<file path="config.mk">
export PLATFORM = sky130hd
export DESIGN_NAME = dual_pwm_unit
export DESIGN_NICKNAME = d
export VERILOG_FILES = /design/src/rtl/pwm_unit_pkg.sv /design/src/rtl/pwm_prescaler.sv /design/src/rtl/pwm_chan.sv /design/src/rtl/pwm_regfile.sv /design/src/rtl/dual_pwm_unit.sv
export SDC_FILE = /design/constraint.sdc
export NUM_CORES = 1
export LEC_CHECK = 0
export BUFFER_PORTS_ARGS = -buffer_cell sky130_fd_sc_hd__clkbuf_2
export CORE_UTILIZATION = 67
export DETAILED_ROUTE_END_ITERATION = 8
export GPL_TIMING_DRIVEN = 0
export PLACE_DENSITY = 0.89
export SLEW_MARGIN = 10
export SYNTH_ARGS = -nofsm -noshare
export SYNTH_HDL_FRONTEND = slang
export SYNTH_HIERARCHICAL = 1
export SYNTH_SLANG_ARGS = --single-unit
export TNS_END_PERCENT = 30
</file>
<file path="constraint.sdc">
create_clock -name clk -period 10.5 [get_ports clk]
set_input_delay 1.05 -clock clk [delete_from_list [all_inputs] [get_ports clk]]
set_output_delay 1.05 -clock clk [all_outputs]
set_load 0.02 [all_outputs]
</file>
<file path="src/rtl/pwm_unit_pkg.sv">
package pwm_unit_pkg;
  localparam int DATA_W       = 32;
  localparam int CODE_W       = 4;
  localparam int DIV_W        = 17;
  localparam int CNT_W        = 16;
  localparam int FIELD_STRIDE = 15;
  localparam int READY_BASE   = 28;

  // Per-channel control field; packed order gives bit 6 = gate ... bits 3:0 = code.
  typedef struct packed {
    logic              gate;
    logic              act_hi;
    logic              en;
    logic [CODE_W-1:0] code;
  } ch_cfg_t;

  localparam int CFG_W = $bits(ch_cfg_t);

  typedef struct packed {
    logic             ok;
    logic [DIV_W-1:0] ratio;
  } div_sel_t;

  function automatic div_sel_t div_lookup(input logic [CODE_W-1:0] code, input bit bypass);
    div_sel_t s;
    s.ok    = 1'b1;
    s.ratio = '0;
    case (code)
      4'd0:  s.ratio = DIV_W'(120);
      4'd1:  s.ratio = DIV_W'(180);
      4'd2:  s.ratio = DIV_W'(240);
      4'd3:  s.ratio = DIV_W'(360);
      4'd4:  s.ratio = DIV_W'(480);
      4'd8:  s.ratio = DIV_W'(12000);
      4'd9:  s.ratio = DIV_W'(24000);
      4'd10: s.ratio = DIV_W'(36000);
      4'd11: s.ratio = DIV_W'(48000);
      4'd12: s.ratio = DIV_W'(72000);
      4'd15: begin
        s.ratio = DIV_W'(1);
        s.ok    = bypass;
      end
      default: s.ok = 1'b0;
    endcase
    return s;
  endfunction
endpackage

</file>
<file path="src/rtl/pwm_prescaler.sv">
module pwm_prescaler
  import pwm_unit_pkg::*;
#(
  parameter bit BYPASS = 1'b1
) (
  input  logic              clk,
  input  logic              rst_n,
  input  logic              clr,
  input  logic              run,
  input  logic [CODE_W-1:0] code,
  output logic              tick,
  output logic              valid
);
  div_sel_t         sel;
  logic [DIV_W-1:0] pre_q, pre_n;
  logic             last;
  logic             pre_en;

  always_comb begin
    sel    = div_lookup(code, BYPASS);
    valid  = sel.ok;
    last   = sel.ok && (pre_q >= (sel.ratio - DIV_W'(1)));
    tick   = run && last;
    pre_en = clr || run;
    if (clr)       pre_n = '0;
    else if (last) pre_n = '0;
    else           pre_n = pre_q + DIV_W'(1);
  end

  always_ff @(posedge clk or negedge rst_n) begin
    if (!rst_n)      pre_q <= '0;
    else if (pre_en) pre_q <= pre_n;
  end
endmodule

</file>
<file path="src/rtl/pwm_chan.sv">
module pwm_chan
  import pwm_unit_pkg::*;
(
  input  logic              clk,
  input  logic              rst_n,
  input  logic              run,
  input  logic              tick,
  input  logic              act_hi,
  input  logic              shd_we,
  input  logic [DATA_W-1:0] shd_wdata,
  output logic [DATA_W-1:0] shd_q,
  output logic              ready,
  output logic              pwm_o
);
  logic [CNT_W-1:0] shd_prd_q, shd_dty_q;
  logic [CNT_W-1:0] act_prd_q, act_dty_q;
  logic [CNT_W-1:0] cyc_q, cyc_n;
  logic             pend_q, pend_n;
  logic             out_q, out_n;
  logic             cyc_end, ld_run, ld_idle, load, cyc_en, hit;

  always_comb begin
    cyc_end = (cyc_q >= act_prd_q);
    ld_run  = run && tick && cyc_end && pend_q;
    ld_idle = !run && pend_q;
    load    = ld_run || ld_idle;
    cyc_en  = (run && tick) || ld_idle;
    if (ld_idle || cyc_end) cyc_n = '0;
    else                    cyc_n = cyc_q + CNT_W'(1);
    if (shd_we)    pend_n = 1'b1;
    else if (load) pend_n = 1'b0;
    else           pend_n = pend_q;
    hit   = run && (cyc_q < act_dty_q);
    out_n = hit ? act_hi : !act_hi;
    shd_q = {shd_prd_q, shd_dty_q};
    ready = !pend_q;
    pwm_o = out_q;
  end

  always_ff @(posedge clk or negedge rst_n) begin
    if (!rst_n) begin
      shd_prd_q <= '0;
      shd_dty_q <= '0;
    end else if (shd_we) begin
      shd_prd_q <= shd_wdata[DATA_W-1:CNT_W];
      shd_dty_q <= shd_wdata[CNT_W-1:0];
    end
  end

  always_ff @(posedge clk or negedge rst_n) begin
    if (!rst_n) begin
      act_prd_q <= '0;
      act_dty_q <= '0;
    end else if (load) begin
      act_prd_q <= shd_prd_q;
      act_dty_q <= shd_dty_q;
    end
  end

  always_ff @(posedge clk or negedge rst_n) begin
    if (!rst_n)      cyc_q <= '0;
    else if (cyc_en) cyc_q <= cyc_n;
  end

  always_ff @(posedge clk or negedge rst_n) begin
    if (!rst_n) begin
      pend_q <= 1'b0;
      out_q  <= 1'b1;
    end else begin
      pend_q <= pend_n;
      out_q  <= out_n;
    end
  end
endmodule

</file>
<file path="src/rtl/pwm_regfile.sv">
module pwm_regfile
  import pwm_unit_pkg::*;
#(
  parameter int NUM_CH = 2,
  parameter int ADDR_W = 4
) (
  input  logic                     clk,
  input  logic                     rst_n,
  input  logic                     reg_we,
  input  logic [ADDR_W-1:0]        reg_addr,
  input  logic [DATA_W-1:0]        reg_wdata,
  input  logic [NUM_CH-1:0]        ready,
  input  logic [NUM_CH*DATA_W-1:0] shd_flat,
  output ch_cfg_t [NUM_CH-1:0]     cfg_q,
  output logic [NUM_CH-1:0]        pre_clr,
  output logic [NUM_CH-1:0]        per_we,
  output logic [DATA_W-1:0]        per_wdata,
  output logic [DATA_W-1:0]        reg_rdata
);
  localparam int WORD_W = ADDR_W - 2;

  logic [WORD_W-1:0]    word;
  logic                 aligned, ctrl_we;
  ch_cfg_t [NUM_CH-1:0] cfg_n;

  always_comb begin
    aligned   = (reg_addr[1:0] == 2'b00);
    word      = reg_addr[ADDR_W-1:2];
    ctrl_we   = reg_we && aligned && (word == '0);
    per_wdata = reg_wdata;
    for (int n = 0; n < NUM_CH; n++) begin
      cfg_n[n]   = ch_cfg_t'(reg_wdata[FIELD_STRIDE*n +: CFG_W]);
      per_we[n]  = reg_we && aligned && (word == WORD_W'(n + 1));
      pre_clr[n] = ctrl_we && !cfg_q[n].gate && (cfg_n[n].code != cfg_q[n].code);
    end
  end

  always_ff @(posedge clk or negedge rst_n) begin
    if (!rst_n)       cfg_q <= '0;
    else if (ctrl_we) cfg_q <= cfg_n;
  end

  always_comb begin
    reg_rdata = '0;
    if (aligned) begin
      if (word == '0) begin
        for (int n = 0; n < NUM_CH; n++) begin
          reg_rdata[FIELD_STRIDE*n +: CFG_W] = cfg_q[n];
          reg_rdata[READY_BASE + n]          = ready[n];
        end
      end else begin
        for (int n = 0; n < NUM_CH; n++) begin
          if (word == WORD_W'(n + 1)) reg_rdata = shd_flat[DATA_W*n +: DATA_W];
        end
      end
    end
  end
endmodule

</file>
<file path="src/rtl/dual_pwm_unit.sv">
module dual_pwm_unit
  import pwm_unit_pkg::*;
#(
  parameter int NUM_CH     = 2,
  parameter bit HAS_BYPASS = 1'b1,
  parameter int ADDR_W     = 4
) (
  input  logic              clk,
  input  logic              rst_n,
  input  logic              reg_we,
  input  logic [ADDR_W-1:0] reg_addr,
  input  logic [DATA_W-1:0] reg_wdata,
  output logic [DATA_W-1:0] reg_rdata,
  output logic [NUM_CH-1:0] pwm_out
);
  ch_cfg_t [NUM_CH-1:0]     cfg_q;
  logic [NUM_CH-1:0]        pre_clr, per_we, ch_ready, ch_valid, ch_run, ch_tick, ch_act;
  logic [NUM_CH*CODE_W-1:0] ch_code;
  logic [NUM_CH*DATA_W-1:0] shd_flat;
  logic [DATA_W-1:0]        per_wdata;

  pwm_regfile #(.NUM_CH(NUM_CH), .ADDR_W(ADDR_W)) u_regs (
    .clk       (clk),
    .rst_n     (rst_n),
    .reg_we    (reg_we),
    .reg_addr  (reg_addr),
    .reg_wdata (reg_wdata),
    .ready     (ch_ready),
    .shd_flat  (shd_flat),
    .cfg_q     (cfg_q),
    .pre_clr   (pre_clr),
    .per_we    (per_we),
    .per_wdata (per_wdata),
    .reg_rdata (reg_rdata)
  );

  for (genvar n = 0; n < NUM_CH; n++) begin : g_ch
    assign ch_code[CODE_W*n +: CODE_W] = cfg_q[n].code;
    assign ch_act[n] = cfg_q[n].act_hi;
    assign ch_run[n] = cfg_q[n].gate && cfg_q[n].en && ch_valid[n];

    pwm_prescaler #(.BYPASS(HAS_BYPASS)) u_pre (
      .clk   (clk),
      .rst_n (rst_n),
      .clr   (pre_clr[n]),
      .run   (ch_run[n]),
      .code  (cfg_q[n].code),
      .tick  (ch_tick[n]),
      .valid (ch_valid[n])
    );

    pwm_chan u_chan (
      .clk       (clk),
      .rst_n     (rst_n),
      .run       (ch_run[n]),
      .tick      (ch_tick[n]),
      .act_hi    (cfg_q[n].act_hi),
      .shd_we    (per_we[n]),
      .shd_wdata (per_wdata),
      .shd_q     (shd_flat[DATA_W*n +: DATA_W]),
      .ready     (ch_ready[n]),
      .pwm_o     (pwm_out[n])
    );
  end
endmodule

</file>
Word level (Yosys, flattened, before mapping)
Cells that the tools add are included.
{"block": "word_totals", "regBits": 212, "input_bits": 39, "out_inout_bits": 34, "wordCells": 135}
{"block": "classes", "add_sub_neg": 6, "order_cmp": 6, "eq_ne": 24, "muxes": 25, "n_reduce_logical": 50}
{"op": "$pmux W17 S11", "n": 2}
{"op": "$mux W32", "n": 3}
{"op": "$mux W17", "n": 4}
{"op": "$eq A4 B4 Y1 const B", "n": 12}
{"op": "$add A17 B1 Y17 const B", "n": 2}
{"op": "$ge A17 B17 Y1", "n": 2}
{"op": "$sub A17 B1 Y17 const B", "n": 2}
{"op": "$add A16 B1 Y16 const B", "n": 2}
{"op": "$ge A16 B16 Y1", "n": 2}
{"op": "$lt A16 B16 Y1", "n": 2}
{"op": "$mux W16", "n": 2}
{"op": "$logic_and A1 B1 Y1", "n": 26}
{"op": "$reduce_or A11 Y1", "n": 2}
{"op": "$eq A4 B2 Y1 const B", "n": 4}
{"op": "$mux W7", "n": 2}
{"op": "$eq A4 B1 Y1 const B", "n": 2}
{"op": "$eq A4 B3 Y1 const B", "n": 2}
{"op": "$logic_not A1 Y1", "n": 8}
{"op": "$logic_not A4 Y1", "n": 2}
{"op": "$logic_or A1 B1 Y1", "n": 8}
{"op": "$mux W1", "n": 8}
{"op": "$mux W8", "n": 1}
{"op": "$ne A4 B4 Y1", "n": 2}
{"op": "$mux W6", "n": 1}
{"op": "other kinds (5)", "n": 8}

Longest topological paths before layout
Gate-level depths: netlist (run 1).
{"block": "depth", "ltp_word": 12, "depth_mapped": 21}

By module
Netlist (run 1), hierarchy kept.
{"module": "pwm_chan", "n_inst": 2, "cells_each": 331, "area_per_inst_um2": 4154.0}
{"module": "pwm_prescaler at g_ch[0].u_pre", "n_inst": 1, "cells_each": 225, "area_per_inst_um2": 1853.0}
{"module": "pwm_prescaler at g_ch[1].u_pre", "n_inst": 1, "cells_each": 226, "area_per_inst_um2": 1841.8}
{"module": "pwm_regfile", "n_inst": 1, "cells_each": 190, "area_per_inst_um2": 1606.5}
{"module": "dual_pwm_unit", "n_inst": 1, "cells_each": 2, "area_per_inst_um2": 12.5}

Worst setup path before layout (run 1)
No wires, ideal clock.
{"block": "synth_timing", "path_type": "flip-flop to flip-flop", "from": "register, netlist name u_regs/cfg_q[2]", "to": "register g_ch[0].u_chan.cyc_q[8]", "setup_time_ns": 0.121, "arrival_ns": 4.327, "t_required_ns": 10.379, "path_slack_ns": 6.052, "path_stages_with_launch": 20, "n_path_buf": 3, "period_less_slack_ns": 4.448, "cell_sequence": "dfrtp_1 -> clkbuf_1 -> or2_2 -> clkbuf_1 -> or2_2 -> ha_1 -> mux2_2 -> a32oi_1 -> ha_1 -> and4_4 -> and4_4 -> a311oi_4 -> o211ai_4 -> and3_4 -> buf_6 -> mux2_2 -> and3_1 -> and3_1 -> xnor2_1 -> nor2_1"}
{"block": "synth_between", "elab_chain_cells": 8, "word_cells_on_any_way": 25, "cone_classes": "add/sub (1); order compare (1); eq/ne (10); mux (3); reduce/logical (10)"}
{"item": "$eq A4 B4 Y1, or another cell as far along", "line_no": "pwm_unit_pkg.sv:28", "text": "case (code)"}
{"item": "$pmux W17 S11", "line_no": "pwm_unit_pkg.sv:28"}
{"item": "$sub A17 B1 Y17", "line_no": "pwm_prescaler.sv:22", "text": "last = sel.ok && (pre_q >= (sel.ratio - DIV_W'(1)));"}
{"item": "$ge A17 B17 Y1", "line_no": "pwm_prescaler.sv:22"}
{"item": "$logic_and A1 B1 Y1", "line_no": "pwm_prescaler.sv:22"}
{"item": "$logic_and A1 B1 Y1 (*)", "line_no": "pwm_prescaler.sv:23", "text": "tick = run && last;"}
{"item": "via ch_tick[0]", "line_no": "dual_pwm_unit.sv:17", "text": "logic [NUM_CH-1:0] pre_clr, per_we, ch_ready, ch_valid, ch_run, ch_tick, ch_act;"}
{"item": "$logic_and A1 B1 Y1 (*)", "line_no": "pwm_chan.sv:27", "text": "cyc_en = (run && tick) || ld_idle;"}
{"item": "$logic_or A1 B1 Y1 (*)", "line_no": "pwm_chan.sv:27"}
{"item": "end signal, assigned", "line_no": "pwm_chan.sv:62", "text": "else if (cyc_en) cyc_q <= cyc_n;"}
{"item": "end, declared", "line_no": "pwm_chan.sv:17", "text": "logic [CNT_W-1:0] cyc_q, cyc_n;"}
Mark *: on every way through the listed nets, which the timed path passes. The rest lies on a longest branch.
A chain may end at the register's enable or synchronous reset.

Worst setup path after layout (run 1)
{"block": "layout_timing", "from": "register, netlist name u_regs/cfg_q[9]", "to": "register g_ch[1].u_chan.cyc_q[15]"}
{"block": "layout_between", "elab_chain_cells": 8, "word_cells_on_any_way": 25, "cone_classes": "add/sub (1); order compare (1); eq/ne (10); mux (3); reduce/logical (10)"}
{"item": "$eq A4 B4 Y1, or another cell as far along", "line_no": "pwm_unit_pkg.sv:28"}
{"item": "$pmux W17 S11", "line_no": "pwm_unit_pkg.sv:28"}
{"item": "$sub A17 B1 Y17", "line_no": "pwm_prescaler.sv:22"}
{"item": "$ge A17 B17 Y1", "line_no": "pwm_prescaler.sv:22"}
{"item": "$logic_and A1 B1 Y1", "line_no": "pwm_prescaler.sv:22"}
{"item": "$logic_and A1 B1 Y1 (*)", "line_no": "pwm_prescaler.sv:23"}
{"item": "via ch_tick[1]", "line_no": "dual_pwm_unit.sv:17"}
{"item": "$logic_and A1 B1 Y1 (*)", "line_no": "pwm_chan.sv:27"}
{"item": "$logic_or A1 B1 Y1 (*)", "line_no": "pwm_chan.sv:27"}
{"item": "end signal, assigned", "line_no": "pwm_chan.sv:62"}
{"item": "end, declared", "line_no": "pwm_chan.sv:17"}
Marked as above.

==> results of run 1 <==
## power groups by stage
stage                     Sequential, W  Combinational [W]  Clock, W
after global placement          0.00123            0.00105         0
final                           0.00125            0.00115  0.000820
after CTS                       0.00124            0.00114  0.000829
after detailed placement        0.00125            0.00112         0
after global routing            0.00127            0.00125  0.000862
after floorplan                 0.00117           0.000871         0
## state kept, by name (all words and copies together) (netlist names)
signal / cells
g_ch.u_pre/pre_q: 34
g_ch.u_chan/shd_dty_q: 32
g_ch.u_chan/shd_prd_q: 32
g_ch.u_chan/act_prd_q: 32
u_regs/cfg_q: 14
g_ch.u_chan/pend_q: 2
g_ch.u_chan/cyc_q: 32
g_ch.u_chan/pwm_o: 2
g_ch.u_chan/act_dty_q: 32
## cells by family (layout without fill, tap and decap cells)
family,count (synthesis),in the layout,share of synthesized area [%]
xor gates and xnor gates,38,38,2.44
DFF,212,212,39.0
AOI/OAI and AO/OA,206,206,10.9
adders and majority gates,102,102,9.37
muxes,167,167,15.5
and+or+nand+nor,408,408,16.5
buffers and inverters,172,266,6.33
## cell usage after synthesis (5+ instances only)
cell type	instances
sky130_fd_sc_hd__nand2b_1	15
sky130_fd_sc_hd__o21a_1	6
sky130_fd_sc_hd__a21oi_1	52
sky130_fd_sc_hd__or2_2	22
sky130_fd_sc_hd__buf_2	8
sky130_fd_sc_hd__nand3_1	55
sky130_fd_sc_hd__mux2_4	68
sky130_fd_sc_hd__nand2_1	87
sky130_fd_sc_hd__mux2i_1	20
sky130_fd_sc_hd__buf_6	11
sky130_fd_sc_hd__ha_1	102
sky130_fd_sc_hd__nor4_2	17
sky130_fd_sc_hd__xor2_1	20
sky130_fd_sc_hd__and4_1	8
sky130_fd_sc_hd__nor2b_1	7
sky130_fd_sc_hd__a211oi_1	12
sky130_fd_sc_hd__nor3_1	14
sky130_fd_sc_hd__xnor2_1	18
sky130_fd_sc_hd__mux2_2	79
sky130_fd_sc_hd__nand4_1	34
sky130_fd_sc_hd__nor4_1	9
sky130_fd_sc_hd__inv_1	80
sky130_fd_sc_hd__and3_1	17
sky130_fd_sc_hd__nor2_1	97
sky130_fd_sc_hd__buf_4	33
sky130_fd_sc_hd__o21ai_0	45
sky130_fd_sc_hd__dfrtp_1	210
sky130_fd_sc_hd__o211ai_1	11
sky130_fd_sc_hd__a21o_1	5
sky130_fd_sc_hd__clkbuf_1	38
sky130_fd_sc_hd__a22oi_1	16
sky130_fd_sc_hd__a2111oi_0	6
## critical path, cell delays in order, from the launching register on
cell and delay, ps:
sky130_fd_sc_hd__dfrtp_1 420, sky130_fd_sc_hd__clkbuf_1 250, sky130_fd_sc_hd__or2_2 360, sky130_fd_sc_hd__clkbuf_1 200
sky130_fd_sc_hd__or2_2 340, sky130_fd_sc_hd__ha_1 290, sky130_fd_sc_hd__nor2b_1 150, sky130_fd_sc_hd__nor3_1 50
sky130_fd_sc_hd__nor2_1 90, sky130_fd_sc_hd__o21ai_0 120, sky130_fd_sc_hd__ha_1 330, sky130_fd_sc_hd__nand4_1 130
sky130_fd_sc_hd__nor3_1 320, sky130_fd_sc_hd__a2111oi_4 90, sky130_fd_sc_hd__o211ai_2 360, sky130_fd_sc_hd__and3_1 230
sky130_fd_sc_hd__buf_6 180, sky130_fd_sc_hd__mux2i_1 210, sky130_fd_sc_hd__nor3b_2 450, sky130_fd_sc_hd__nand2_1 140
sky130_fd_sc_hd__or3_1 340, sky130_fd_sc_hd__a21oi_1 150
## area by class of cell
| class | count | share of cell area [%] |
|---|---|---|
| multi-input cells | 921 | 49.5 |
| flip-flops and latches | 212 | 35.3 |
| clock buffers | 31 | 4.49 |
| plain buffers | 91 | 3.71 |
| repair buffers | 56 | 2.22 |
| well taps | 265 | 2.20 |
| inverters | 81 | 2.02 |
| clock inverters | 7 | 0.565 |
## worst max-delay path by stage
stage	startpoint	to	slack, ps
after global placement	rst_n	g_ch[0].u_pre/pre_q[12]$_DFFE_PN0P_	4340
after floorplan	u_regs/cfg_q[2]$_DFFE_PN0P_	g_ch[0].u_chan/cyc_q[8]$_DFFE_PN0P_	6050
after detailed placement	u_regs/cfg_q[2]$_DFFE_PN0P_	g_ch[0].u_chan/cyc_q[15]$_DFFE_PN0P_	5410
after CTS	u_regs/cfg_q[9]$_DFFE_PN0P_	g_ch[1].u_chan/cyc_q[15]$_DFFE_PN0P_	5290
final	u_regs/cfg_q[9]$_DFFE_PN0P_	g_ch[1].u_chan/cyc_q[15]$_DFFE_PN0P_	5200
after global routing	u_regs/cfg_q[9]$_DFFE_PN0P_	g_ch[1].u_chan/cyc_q[15]$_DFFE_PN0P_	4890
## layer usage
| metal | GRT usage [%] | up-vias | wire length [um] |
|---|---|---|---|
| li1 | - | 4827 | - |
| met5 | 0 | - | 13 |
| met1 | 47.3 | 5251 | 14500 |
| met4 | 11.2 | 2 | 979 |
| met3 | 6.52 | 82 | 3220 |
| met2 | 54.5 | 571 | 16200 |
## metrics by stage
step / power [W] / cells
floorplan: 0.00204 / 1305
global placement: 0.00228 / 1624
detailed placement: 0.00236 / 1626
CTS: 0.00321 / 1664
global route: 0.00338 / 1664
finish: 0.00322 / 1664
==> impl_results.rst, run 1 <==
.. list-table::
   :header-rows: 1

   * - Metric
     - Value
   * - Area of placed instances
     - 0.0143 mm2
   * - Worst-case clock buffer depth
     - 3
   * - Aggregate negative setup slack
     - 0 ps
   * - Max H-tree Level
     - 1
   * - Setup bufs post-CTS
     - 0
   * - Core ar.
     - 0.0197 mm2
   * - Unrepaired setup endpoints after global routing
     - no
   * - Clock Skews
     - 12.4 ps
   * - Number of synthesized flops with an enable pin
     - 0
   * - Total overflow reported by the global router
     - 0
   * - Number of I/O port buffers
     - 54
   * - Post-DRT Antenna Nets
     - 0
   * - TritonCTS sink count
     - 212
   * - Synth-to-Final Area Change
     - 10.5%
   * - Die Wd
     - 145 um
   * - Worst hold-check path type
     - in -> async
   * - Routed via count
     - 10,733
   * - Total net switching power
     - 0.00113 W
   * - Total non-filler cell area in the finished layout
     - 0.0150 mm2
   * - Warnings from Yosys
     - 6
   * - Sequential cell fraction of total power
     - 38.8%
   * - Per-instance average area after synthesis
     - 10.4 um2
   * - Count of state elements after synthesis
     - 212
   * - Pwr dens
     - 214 mW/mm2
   * - Via count of the first global-routing pass
     - 10,470
   * - Starting DRT DRC Count
     - 917
   * - Final critical path time including I/O delays and setup
     - 5300 ps
   * - Most common library cell in the layout ignoring fill and taps
     - sky130_fd_sc_hd__dfrtp_1
   * - Maximum number of pins on one net before global-route repair
     - 99
   * - Run status
     - finished clean
   * - Clock power frac
     - 25.5%
   * - Sequential fraction of the synthesis area
     - 39.0%
   * - Clock Pin Slew Worst Setup and Hold Paths
     - 60 ps
   * - Internal portion of total power
     - 0.00209 W
   * - Crit. End Element
     - register
   * - Sequential cell area
     - 0.00531 mm2
   * - Hold slack
     - 472 ps
   * - Hold Buf Count CTS
     - 0
   * - Post-synthesis cell type count
     - 76
   * - Biggest area consumer among synthesized cells
     - sky130_fd_sc_hd__dfrtp_1
   * - Post-CTS resize count
     - 0
   * - Clock network latency to the later pin of the worst-skew pair
     - 510 ps
   * - Worst reg2reg setup slack
     - 5200 ps
   * - Half-perimeter wire length of the detailed placement result
     - 25.1 mm
   * - Nature of the critical path startpoint
     - register
   * - Diode count
     - 0
   * - CTS tree
     - done
   * - WP data arrival
     - 5730 ps
   * - Predominant post-synthesis flop cell
     - sky130_fd_sc_hd__dfrtp_1
   * - Tcrit/Tclk final
     - 50.5%
   * - Die boundary height
     - 145 um
   * - Reported max-cap violation count
     - 0
   * - Area occupied by multi-input gates
     - 0.00745 mm2
   * - DRC
     - 0
   * - Setup violation total in the final timing report
     - 0
   * - Async set-or-reset flop fraction in the synthesized netlist
     - 100%
   * - Worst EP required
     - 10,930 ps
   * - Number of fill cells
     - 1,178
   * - Pre-Repair DR Iteration Count
     - 5
   * - Final Hold Fails
     - 0
   * - Antenna violations before repair
     - 1
   * - Synthesized instance count
     - 1,305
   * - Top cells by area in the synthesized netlist
     - sky130_fd_sc_hd__dfrtp_1 39%, sky130_fd_sc_hd__ha_1 9.4%, sky130_fd_sc_hd__mux2_4 7.5%
   * - Number of placement rows
     - 51
   * - Combinational cell fraction of total power
     - 35.7%
   * - Worst slew margin
     - 44.9%
   * - Count of pins over their slew limit
     - 0
   * - Nets in the synthesized netlist
     - 1,446
   * - Weighted congestion at the end of routability-driven global placement
     - 0.927
   * - Wire length of the first global-routing pass
     - 55.2 mm
   * - Netlist Area Pre-Place
     - 0.0136 mm2
   * - Maximum frequency from static timing analysis
     - 189 MHz
   * - Type of the setup path with the least slack
     - reg -> reg
   * - Standby leakage power
     - 6.89 nW
   * - Transition time at the pin with the least slew margin
     - 822 ps
   * - Fraction of final layout cells with drive strength greater than 1
     - 25.7%
   * - Commonest non-fill, non-tap cells in the layout
     - 210 x sky130_fd_sc_hd__dfrtp_1, 102 x sky130_fd_sc_hd__ha_1, 97 x sky130_fd_sc_hd__nor2_1, 87 x sky130_fd_sc_hd__nand2_1, 80 x sky130_fd_sc_hd__inv_1
   * - Final #Nets
     - 1,527
   * - Clock root cell
     - sky130_fd_sc_hd__clkbuf_16
   * - All-Layer GR Usage
     - 34.3%
   * - DIE AREA
     - 0.0209 mm2
   * - Vias per std cell
     - 6.45
   * - Fraction of synthesized cell area taken by the top area cell type
     - 38.6%
   * - Share of the core filled with cells
     - 76.3%
   * - Worst R2R Start
     - u_regs/cfg_q[9]$_DFFE_PN0P_
   * - Proportion of total power due to net switching
     - 35.1%
   * - Clock buffer count from CTS
     - 23
   * - Final WS setup
     - 5200 ps
   * - Worst R2R Path Depth
     - 21
   * - Number of I/O pins
     - 73
   * - Reg-to-reg critical path endpoint
     - g_ch[1].u_chan/cyc_q[15]$_DFFE_PN0P_
   * - Wirelength, routed
     - 35.0 mm
   * - Worst supply voltage drop on vdd
     - 0.140 mV
   * - Initial core utilization
     - 69.1%
   * - Wirelength per Cell
     - 21.0 um
   * - Post-place setup slack
     - 5410 ps
   * - Largest fanout on the critical path
     - 12
Note: power is estimated with default switching activity, not from simulation.
==> inputs of run 2 (changes only) <==
--- a/config.mk
+++ b/config.mk
@@ -6,10 +6,10 @@
 export NUM_CORES = 1
 export LEC_CHECK = 0
 export BUFFER_PORTS_ARGS = -buffer_cell sky130_fd_sc_hd__clkbuf_2
-export CORE_UTILIZATION = 67
+export CORE_UTILIZATION = 56
 export DETAILED_ROUTE_END_ITERATION = 8
 export GPL_TIMING_DRIVEN = 0
-export PLACE_DENSITY = 0.89
+export PLACE_DENSITY = 0.8
 export SLEW_MARGIN = 10
 export SYNTH_ARGS = -nofsm -noshare
 export SYNTH_HDL_FRONTEND = slang
==> constraint.sdc (replaced) <==
create_clock -name clk -period 4.4 [get_ports clk]
set_input_delay 0.44 -clock clk [delete_from_list [all_inputs] [get_ports clk]]
set_output_delay 0.44 -clock clk [all_outputs]
set_load 0.02 [all_outputs]
==> impl_results.rst, run 2 (same netlist as run 1, synthesis figures left out) <==
.. list-table::
   :header-rows: 1

   * - Metric
     - Value
   * - Unrepaired setup endpoints after global routing
     - no
   * - Reported max-cap violation count
     - 0 (unchanged)
   * - Clock Skews
     - 25.3 ps (+12.9 ps)
   * - Total overflow reported by the global router
     - 0 (unchanged)
   * - Number of flip-flops in the largest register
     - 34 (unchanged)
   * - Transition time at the pin with the least slew margin
     - 748 ps (-74.8 ps)
   * - Number of I/O pins
     - 73 (unchanged)
   * - Type of the setup path with the least slack
     - reg -> reg
   * - Worst slew margin
     - 50.2% (+5.2 points)
   * - Tcrit/Tclk final
     - 95.5% (+45 points)
   * - Area occupied by multi-input gates
     - 0.00754 mm2 (+1.2%)
   * - DRC
     - 0 (unchanged)
   * - Standby leakage power
     - 7.00 nW (+1.6%)
   * - Antenna violations before repair
     - 1 (unchanged)
   * - Worst EP required
     - 4820 ps (-6110 ps)
   * - Count of pins over their slew limit
     - 0 (unchanged)
   * - Weighted congestion at the end of routability-driven global placement
     - 0.883 (-4.7%)
   * - Most common library cell in the layout ignoring fill and taps
     - sky130_fd_sc_hd__dfrtp_1
   * - Wirelength, routed
     - 33.5 mm (-4.2%)
   * - Post-place setup slack
     - -674 ps (-6080 ps)
   * - Number of fill cells
     - 1,813 (+54%)
   * - Number of placement rows
     - 56 (+9.8%)
   * - Worst reg2reg setup slack
     - 200 ps (-5000 ps)
   * - Synth-to-Final Area Change
     - 13.3%
   * - Fraction of final layout cells with drive strength greater than 1
     - 28.3% (+2.6 points)
   * - Die Wd
     - 158 um (+9.3%)
   * - Maximum number of pins on one net before global-route repair
     - 87 (-12%)
   * - Run status
     - finished clean
   * - Non-Filler Instances
     - 1,740 (+4.6%)
   * - Final Hold Fails
     - 0 (unchanged)
   * - Area of placed instances
     - 0.0144 mm2 (+0.48%)
   * - Clock Pin Slew Worst Setup and Hold Paths
     - 60 ps (about the same)
   * - TritonCTS sink count
     - 212 (unchanged)
   * - DIE AREA
     - 0.0250 mm2 (+19%)
   * - Number of I/O port buffers
     - 54 (unchanged)
   * - Pre-Repair DR Iteration Count
     - 7 (+2)
   * - WP data arrival
     - 4620 ps (-1110 ps)
   * - Largest fanout on the critical path
     - 12 (unchanged)
   * - Top reg by flops
     - g_ch.u_pre/pre_q
   * - Worst supply voltage drop on vdd
     - 0.342 mV (+140%)
   * - Maximum frequency from static timing analysis
     - 238 MHz (+26%)
   * - Core ar.
     - 0.0237 mm2 (+20%)
   * - Setup violation total in the final timing report
     - 0 (unchanged)
   * - Clock root cell
     - sky130_fd_sc_hd__clkbuf_16
   * - Final critical path time including I/O delays and setup
     - 4200 ps (-1100 ps)
   * - Clock buffer count from CTS
     - 25 (+8.7%)
   * - Worst-case clock buffer depth
     - 3 (unchanged)
   * - CTS tree
     - done
   * - Number of instances in the placed design
     - 1,680 (+3.3%)
   * - Wirelength per Cell
     - 19.3 um (-8.4%)
   * - Vias per std cell
     - 5.99 (-7.2%)
   * - Final #Nets
     - 1,543 (+1.0%)
   * - All-Layer GR Usage
     - 27.9% (-6.4 points)
   * - Hold slack
     - 144 ps (-328 ps)
   * - Die boundary height
     - 158 um (+9.3%)
   * - Via count of the first global-routing pass
     - 10,182 (-2.8%)
   * - Worst hold-check path type
     - in -> reg
   * - Commonest non-fill, non-tap cells in the layout
     - 202 x sky130_fd_sc_hd__dfrtp_1, 100 x sky130_fd_sc_hd__ha_1, 97 x sky130_fd_sc_hd__nor2_1, 87 x sky130_fd_sc_hd__nand2_1, 80 x sky130_fd_sc_hd__inv_1
   * - Sequential cell area
     - 0.00532 mm2 (+0.19%)
   * - Routed via count
     - 10,415 (-3.0%)
   * - Half-perimeter wire length of the detailed placement result
     - 24.1 mm (-3.6%)
   * - Wire length of the first global-routing pass
     - 54.3 mm (-1.5%)
   * - Crit. End Element
     - register
   * - Starting DRT DRC Count
     - 644 (-30%)
   * - Max H-tree Level
     - 1 (unchanged)
   * - Clock network latency to the later pin of the worst-skew pair
     - 530 ps (+20 ps)
   * - Total non-filler cell area in the finished layout
     - 0.0154 mm2 (+2.5%)
   * - Initial core utilization
     - 57.5% (-12 points)
   * - Post-DRT Antenna Nets
     - 0 (unchanged)
   * - Final WS setup
     - 196 ps (-5000 ps)
   * - Nature of the critical path startpoint
     - register
   * - Pwr dens
     - 505 mW/mm2 (+140%)
   * - Overall power
     - 0.00779 W (+140%)
-- run 2: metal layers --
metal,vias up,global-route usage (%),share of wire [%]
met5,-,0,0
met4,0,8.47,2.6
met3,61,4.98,7.7
met2,375,43.7,46
met1,5128,39.3,44
li1,4851,-,-
-- run 2: what timing repair did --
| action | in CTS | in global routing |
|---|---|---|
| hold buffers | 1 | 0 |
| gates resized for setup | 25 | 8 |
| setup endpoints to repair | 98 | 89 |
| setup buffers | 10 | 9 |
| hold endpoints to repair | 42 | 0 |
| pin swaps | 8 | 5 |
-- run 2: worst max-delay path, stage by stage (launching register included) --
cell                       delay (ps)
sky130_fd_sc_hd__dfrtp_2          420
sky130_fd_sc_hd__or2_4            280
sky130_fd_sc_hd__or2_2            310
sky130_fd_sc_hd__ha_2             220
sky130_fd_sc_hd__mux2_2           260
sky130_fd_sc_hd__a32oi_1          200
sky130_fd_sc_hd__ha_1             300
sky130_fd_sc_hd__and4_4           220
sky130_fd_sc_hd__and4_4           180
sky130_fd_sc_hd__a311oi_4         310
sky130_fd_sc_hd__o211ai_4         110
sky130_fd_sc_hd__and3_4           190
sky130_fd_sc_hd__buf_6            160
sky130_fd_sc_hd__mux2_2           320
sky130_fd_sc_hd__and3_1           230
sky130_fd_sc_hd__and3_1           190
sky130_fd_sc_hd__xnor2_1          140
sky130_fd_sc_hd__nor2_1            50
-- run 2: power by group --
part / switching [W] / internal, W
logic: 0.00138 / 0.00139
clock network: 0.000819 / 0.00123
registers: 0.000495 / 0.00247
total: 0.00269 / 0.00510
-- run 2: layout make-up --
type                       instances  area share [%]
sequential                       212            34.5
multi-input combinational        921            48.9
clock buffer                      34            4.53
inverter                          81            1.97
clock inverter                    11           0.762
tap                              319            2.59
buffer                            85            3.58
timing repair buffer              76            3.24
antenna                            1          0.0162
-- run 2: metrics by stage --
stage	setup TNS (ps)	utilization [%]
3_3_place_gp	-302850	60.3
4_1_cts	0	64.8
2_1_floorplan	-514	-
3_5_place_dp	-46880	60.6
5_1_grt	0	65.1
6_report	0	65.2
-- run 2: final timing paths --
path / start / endpoint / depth (start not counted)
worst max-delay path: u_regs/cfg_q[3]$_DFFE_PN0P_ / g_ch[0].u_chan/cyc_q[8]$_DFFE_PN0P_ / 17
worst min-delay path: reg_wdata[9] / g_ch[1].u_chan/shd_dty_q[9]$_DFFE_PN0P_ / 2
worst max register to register: u_regs/cfg_q[3]$_DFFE_PN0P_ / g_ch[0].u_chan/cyc_q[8]$_DFFE_PN0P_ / 17
worst min register to register: u_regs/cfg_q[5]$_DFFE_PN0P_ / g_ch[0].u_chan/pwm_o$_DFF_PN1_ / 1
max in group asynchronous: rst_n / g_ch[0].u_chan/pwm_o$_DFF_PN1_ / 3
min in group asynchronous: rst_n / g_ch[1].u_pre/pre_q[4]$_DFFE_PN0P_ / 2
==> inputs of run 3 (changes only) <==
--- a/config.mk
+++ b/config.mk
@@ -6,6 +6,7 @@
 export NUM_CORES = 1
 export LEC_CHECK = 0
 export BUFFER_PORTS_ARGS = -buffer_cell sky130_fd_sc_hd__clkbuf_2
+export CORE_MARGIN = 1.5
 export CORE_UTILIZATION = 56
 export DETAILED_ROUTE_END_ITERATION = 8
 export GPL_TIMING_DRIVEN = 0
@@ -13,6 +14,5 @@
 export SLEW_MARGIN = 10
 export SYNTH_ARGS = -nofsm -noshare
 export SYNTH_HDL_FRONTEND = slang
-export SYNTH_HIERARCHICAL = 1
 export SYNTH_SLANG_ARGS = --single-unit
 export TNS_END_PERCENT = 30
==> impl_results.rst, run 3 <==
.. list-table::
   :header-rows: 1

   * - Metric
     - Value
   * - Unrepaired setup endpoints after global routing
     - no
   * - Crit. End Element
     - register
   * - Core ar.
     - 0.0219 mm2 (-7.6%)
   * - Starting DRT DRC Count
     - 624 (-3.1%)
   * - Antenna violations before repair
     - 0 (-1)
   * - TritonCTS sink count
     - 212 (unchanged)
   * - Number of I/O port buffers
     - 72 (+33%)
   * - Synthesized instance count
     - 1,225 (-6.1%)
   * - Clock network latency to the later pin of the worst-skew pair
     - 520 ps (about the same)
   * - Worst hold-check path type
     - in -> reg
   * - WP data arrival
     - 4490 ps (-130 ps)
   * - Predominant post-synthesis flop cell
     - sky130_fd_sc_hd__dfrtp_1
   * - Number of synthesized flops with an enable pin
     - 0 (unchanged)
   * - Maximum frequency from static timing analysis
     - 245 MHz (+2.9%)
   * - Cell depth of the worst min-delay path
     - 2 (unchanged)
   * - Sequential cell area
     - 0.00531 mm2 (-0.19%)
   * - Most common cell in the netlist
     - sky130_fd_sc_hd__dfrtp_1
   * - Worst slew margin
     - 49.7% (-0.46 points)
   * - Count of pins over their slew limit
     - 0 (unchanged)
   * - Wirelength, routed
     - 31.2 mm (-6.8%)
   * - Wirelength per Cell
     - 19.3 um (about the same)
   * - Die boundary height
     - 153 um (-3.4%)
   * - All-Layer GR Usage
     - 26.8% (-1.1 points)
   * - Die Wd
     - 153 um (-3.4%)
   * - Warnings from Yosys
     - 0 (-6)
   * - Top reg by flops
     - g_ch.u_pre.pre_q
   * - Total non-filler cell area in the finished layout
     - 0.0141 mm2 (-8.8%)
   * - Max H-tree Level
     - 1 (unchanged)
   * - Run status
     - finished clean
   * - Final #Nets
     - 1,466 (-5.0%)
   * - Fraction of synthesized cell area taken by the top area cell type
     - 41.9% (+3.3 points)
   * - Hold slack
     - 174 ps (+29.5 ps)
   * - Clock Skews
     - 8.67 ps (-16.7 ps)
   * - Overall power
     - 0.00681 W (-13%)
   * - Largest fanout on the critical path
     - 10 (-2)
   * - Pwr dens
     - 484 mW/mm2 (-4.1%)
   * - Number of fill cells
     - 1,723 (-5.0%)
   * - Async set-or-reset flop fraction in the synthesized netlist
     - 100% (unchanged)
   * - Number of flip-flops in the largest register
     - 34 (unchanged)
   * - Setup violation total in the final timing report
     - 0 (unchanged)
   * - Post-DRT Antenna Nets
     - 0 (unchanged)
   * - Vias per std cell
     - 6.11 (+2.0%)
   * - Number of placement rows
     - 54 (-3.6%)
   * - Diode count
     - 0 (-1)
   * - Wire length of the first global-routing pass
     - 50.9 mm (-6.2%)
   * - Synth-to-Final Area Change
     - 12.3%
   * - Top cells by area in the synthesized netlist
     - sky130_fd_sc_hd__dfrtp_1 42%, sky130_fd_sc_hd__mux2_2 11%, sky130_fd_sc_hd__ha_1 10%
   * - Area of placed instances
     - 0.0133 mm2 (-7.3%)
   * - Pre-Repair DR Iteration Count
     - 5 (-2)
   * - Total overflow reported by the global router
     - 0 (unchanged)
   * - Worst EP required
     - 4800 ps (-20 ps)
   * - Sequential fraction of the synthesis area
     - 42.3% (+3.4 points)
   * - DRC
     - 0 (unchanged)
   * - Nets in the synthesized netlist
     - 1,366 (-5.5%)
   * - Maximum number of pins on one net before global-route repair
     - 102 (+17%)
   * - Worst supply voltage drop on vdd
     - 0.310 mV (-9.4%)
   * - Biggest area consumer among synthesized cells
     - sky130_fd_sc_hd__dfrtp_1
   * - Count of state elements after synthesis
     - 212 (unchanged)
   * - Via count of the first global-routing pass
     - 9,631 (-5.4%)
   * - Standby leakage power
     - 6.67 nW (-4.6%)
   * - Weighted congestion at the end of routability-driven global placement
     - 0.857 (-2.9%)
   * - Worst R2R Path Depth
     - 15 (-2)
   * - Post-synthesis cell type count
     - 73 (-3.9%)
   * - Type of the setup path with the least slack
     - reg -> reg
   * - Tcrit/Tclk final
     - 92.9% (-2.7 points)
   * - Most common library cells after synthesis
     - 210 x sky130_fd_sc_hd__dfrtp_1, 125 x sky130_fd_sc_hd__mux2_2, 111 x sky130_fd_sc_hd__nor2_1
   * - Reported max-cap violation count
     - 0 (unchanged)
   * - Per-instance average area after synthesis
     - 10.2 um2 (-2.0%)
   * - Clock Pin Slew Worst Setup and Hold Paths
     - 60 ps (about the same)
   * - Clock root cell
     - sky130_fd_sc_hd__clkbuf_16
   * - Nature of the critical path startpoint
     - register
   * - Area occupied by multi-input gates
     - 0.00665 mm2 (-12%)
   * - Final critical path time including I/O delays and setup
     - 4090 ps (-117 ps)
   * - Initial core utilization
     - 57.3% (-0.26 points)
   * - Worst-case clock buffer depth
     - 3 (unchanged)
   * - Most common library cell in the layout ignoring fill and taps
     - sky130_fd_sc_hd__dfrtp_1
   * - Half-perimeter wire length of the detailed placement result
     - 23.1 mm (-4.2%)
   * - CTS tree
     - done
   * - Fraction of final layout cells with drive strength greater than 1
     - 21.4% (-6.9 points)
   * - DIE AREA
     - 0.0233 mm2 (-6.7%)
   * - Transition time at the pin with the least slew margin
     - 754 ps (+6.89 ps)
   * - Number of I/O pins
     - 73 (unchanged)
   * - Clock buffer count from CTS
     - 23 (-8.0%)
   * - Routed via count
     - 9,899 (-5.0%)
   * - Netlist Area Pre-Place
     - 0.0125 mm2 (-8.0%)
   * - Final Hold Fails
     - 0 (unchanged)
   * - Commonest non-fill, non-tap cells in the layout
     - 210 x sky130_fd_sc_hd__dfrtp_1, 125 x sky130_fd_sc_hd__mux2_2, 111 x sky130_fd_sc_hd__nor2_1, 102 x sky130_fd_sc_hd__ha_1, 82 x sky130_fd_sc_hd__inv_1
==> run 3: changes by cell type in the layout (fill, tap and decap cells not counted), sizes merged, moves of 10 or more <==
cell    delta
a21o      +16
a21oi     +19
and3      -10
buf       -47
clkbuf    +16
nand2     -29
nand3     -22
nand4     -12
nor2      +15
nor4      -23
o21ai     +13
o31ai     +12
or2       -15
==> run 3: final timing paths <==
path,start,end,slack (ps)
max,u_regs.cfg_q[2]$_DFFE_PN0P_,g_ch[0].u_chan.act_prd_q[0]$_DFFE_PN0P_,310
min,reg_wdata[24],g_ch[0].u_chan.shd_prd_q[8]$_DFFE_PN0P_,170
max reg2reg,u_regs.cfg_q[2]$_DFFE_PN0P_,g_ch[0].u_chan.act_prd_q[0]$_DFFE_PN0P_,310
min reg2reg,u_regs.cfg_q[5]$_DFFE_PN0P_,g_ch[0].u_chan.pwm_o$_DFF_PN1_,500
max in group asynchronous,rst_n,g_ch[1].u_pre.pre_q[3]$_DFFE_PN0P_,2820
min in group asynchronous,rst_n,g_ch[0].u_chan.cyc_q[11]$_DFFE_PN0P_,440
==> run 3: final cells by class <==
type / count / share of cell area [%]
Inverter: 82 / 2.19
Clock buffer: 32 / 4.61
Clock inverter: 9 / 0.702
Buffer: 57 / 1.95
Multi-Input combinational cell: 874 / 47.3
Tap cell: 280 / 2.49
Sequential cell: 212 / 37.7
Timing Repair Buffer: 75 / 3.08
==> run 3: metal layers <==
metal | global-route usage [%] | share of wire, %
met5 | 0.207 | 0
met2 | 43.0 | 47
met3 | 4.84 | 6.1
met4 | 8.38 | 3.0
met1 | 37.1 | 44
==> run 3: per-stage QoR <==
step	cells	util, %	setup TNS, ps	setup slack [ps]
2_1_floorplan	1225	-	0	948
6_report	1621	64.3	0	314
3_3_place_gp	1577	60.5	-262050	-1270
4_1_cts	1621	64.3	0	223
5_1_grt	1621	64.3	0	12.0
3_5_place_dp	1579	60.8	0	227
==> run 3: power breakdown <==
part | internal, W | switching, W
clock | 0.00115 | 0.000793
sequential | 0.00242 | 0.000372
combinational | 0.000977 | 0.00111
total | 0.00454 | 0.00228
==> run 3: worst max-delay path, stage by stage, from the launching register on <==
cell,delay [ps]
sky130_fd_sc_hd__dfrtp_1,350
sky130_fd_sc_hd__buf_2,180
sky130_fd_sc_hd__nor2_1,410
sky130_fd_sc_hd__nand3b_1,140
sky130_fd_sc_hd__ha_1,300
sky130_fd_sc_hd__o21ai_0,210
sky130_fd_sc_hd__o221ai_1,150
sky130_fd_sc_hd__ha_1,320
sky130_fd_sc_hd__nand4_1,90
sky130_fd_sc_hd__inv_1,80
sky130_fd_sc_hd__a311oi_1,300
sky130_fd_sc_hd__o21a_1,280
sky130_fd_sc_hd__a22oi_1,170
sky130_fd_sc_hd__o21ai_2,270
sky130_fd_sc_hd__buf_2,340
sky130_fd_sc_hd__mux2_2,380
==> run 3: kinds of logic (layout without fill, tap and decap cells) <==
family | count (synthesis) | in the layout | synth area share (%)
and+or+nand+nor | 333 | 333 | 13.1
AOI/OAI and AO/OA | 241 | 241 | 12.6
DFF | 212 | 212 | 42.3
muxes | 158 | 158 | 14.3
buffers and inverters | 139 | 255 | 4.64
adders and majority gates | 102 | 102 | 10.2
xor gates and xnor gates | 40 | 40 | 2.80
==> run 3: timing repair <==
item	4_1_cts	5_1_grt
hold buffers	1	0
buffers inserted	0	0
resized for setup	0	2
setup endpoints to repair	0	13
endpoints found under the hold margin	47	0
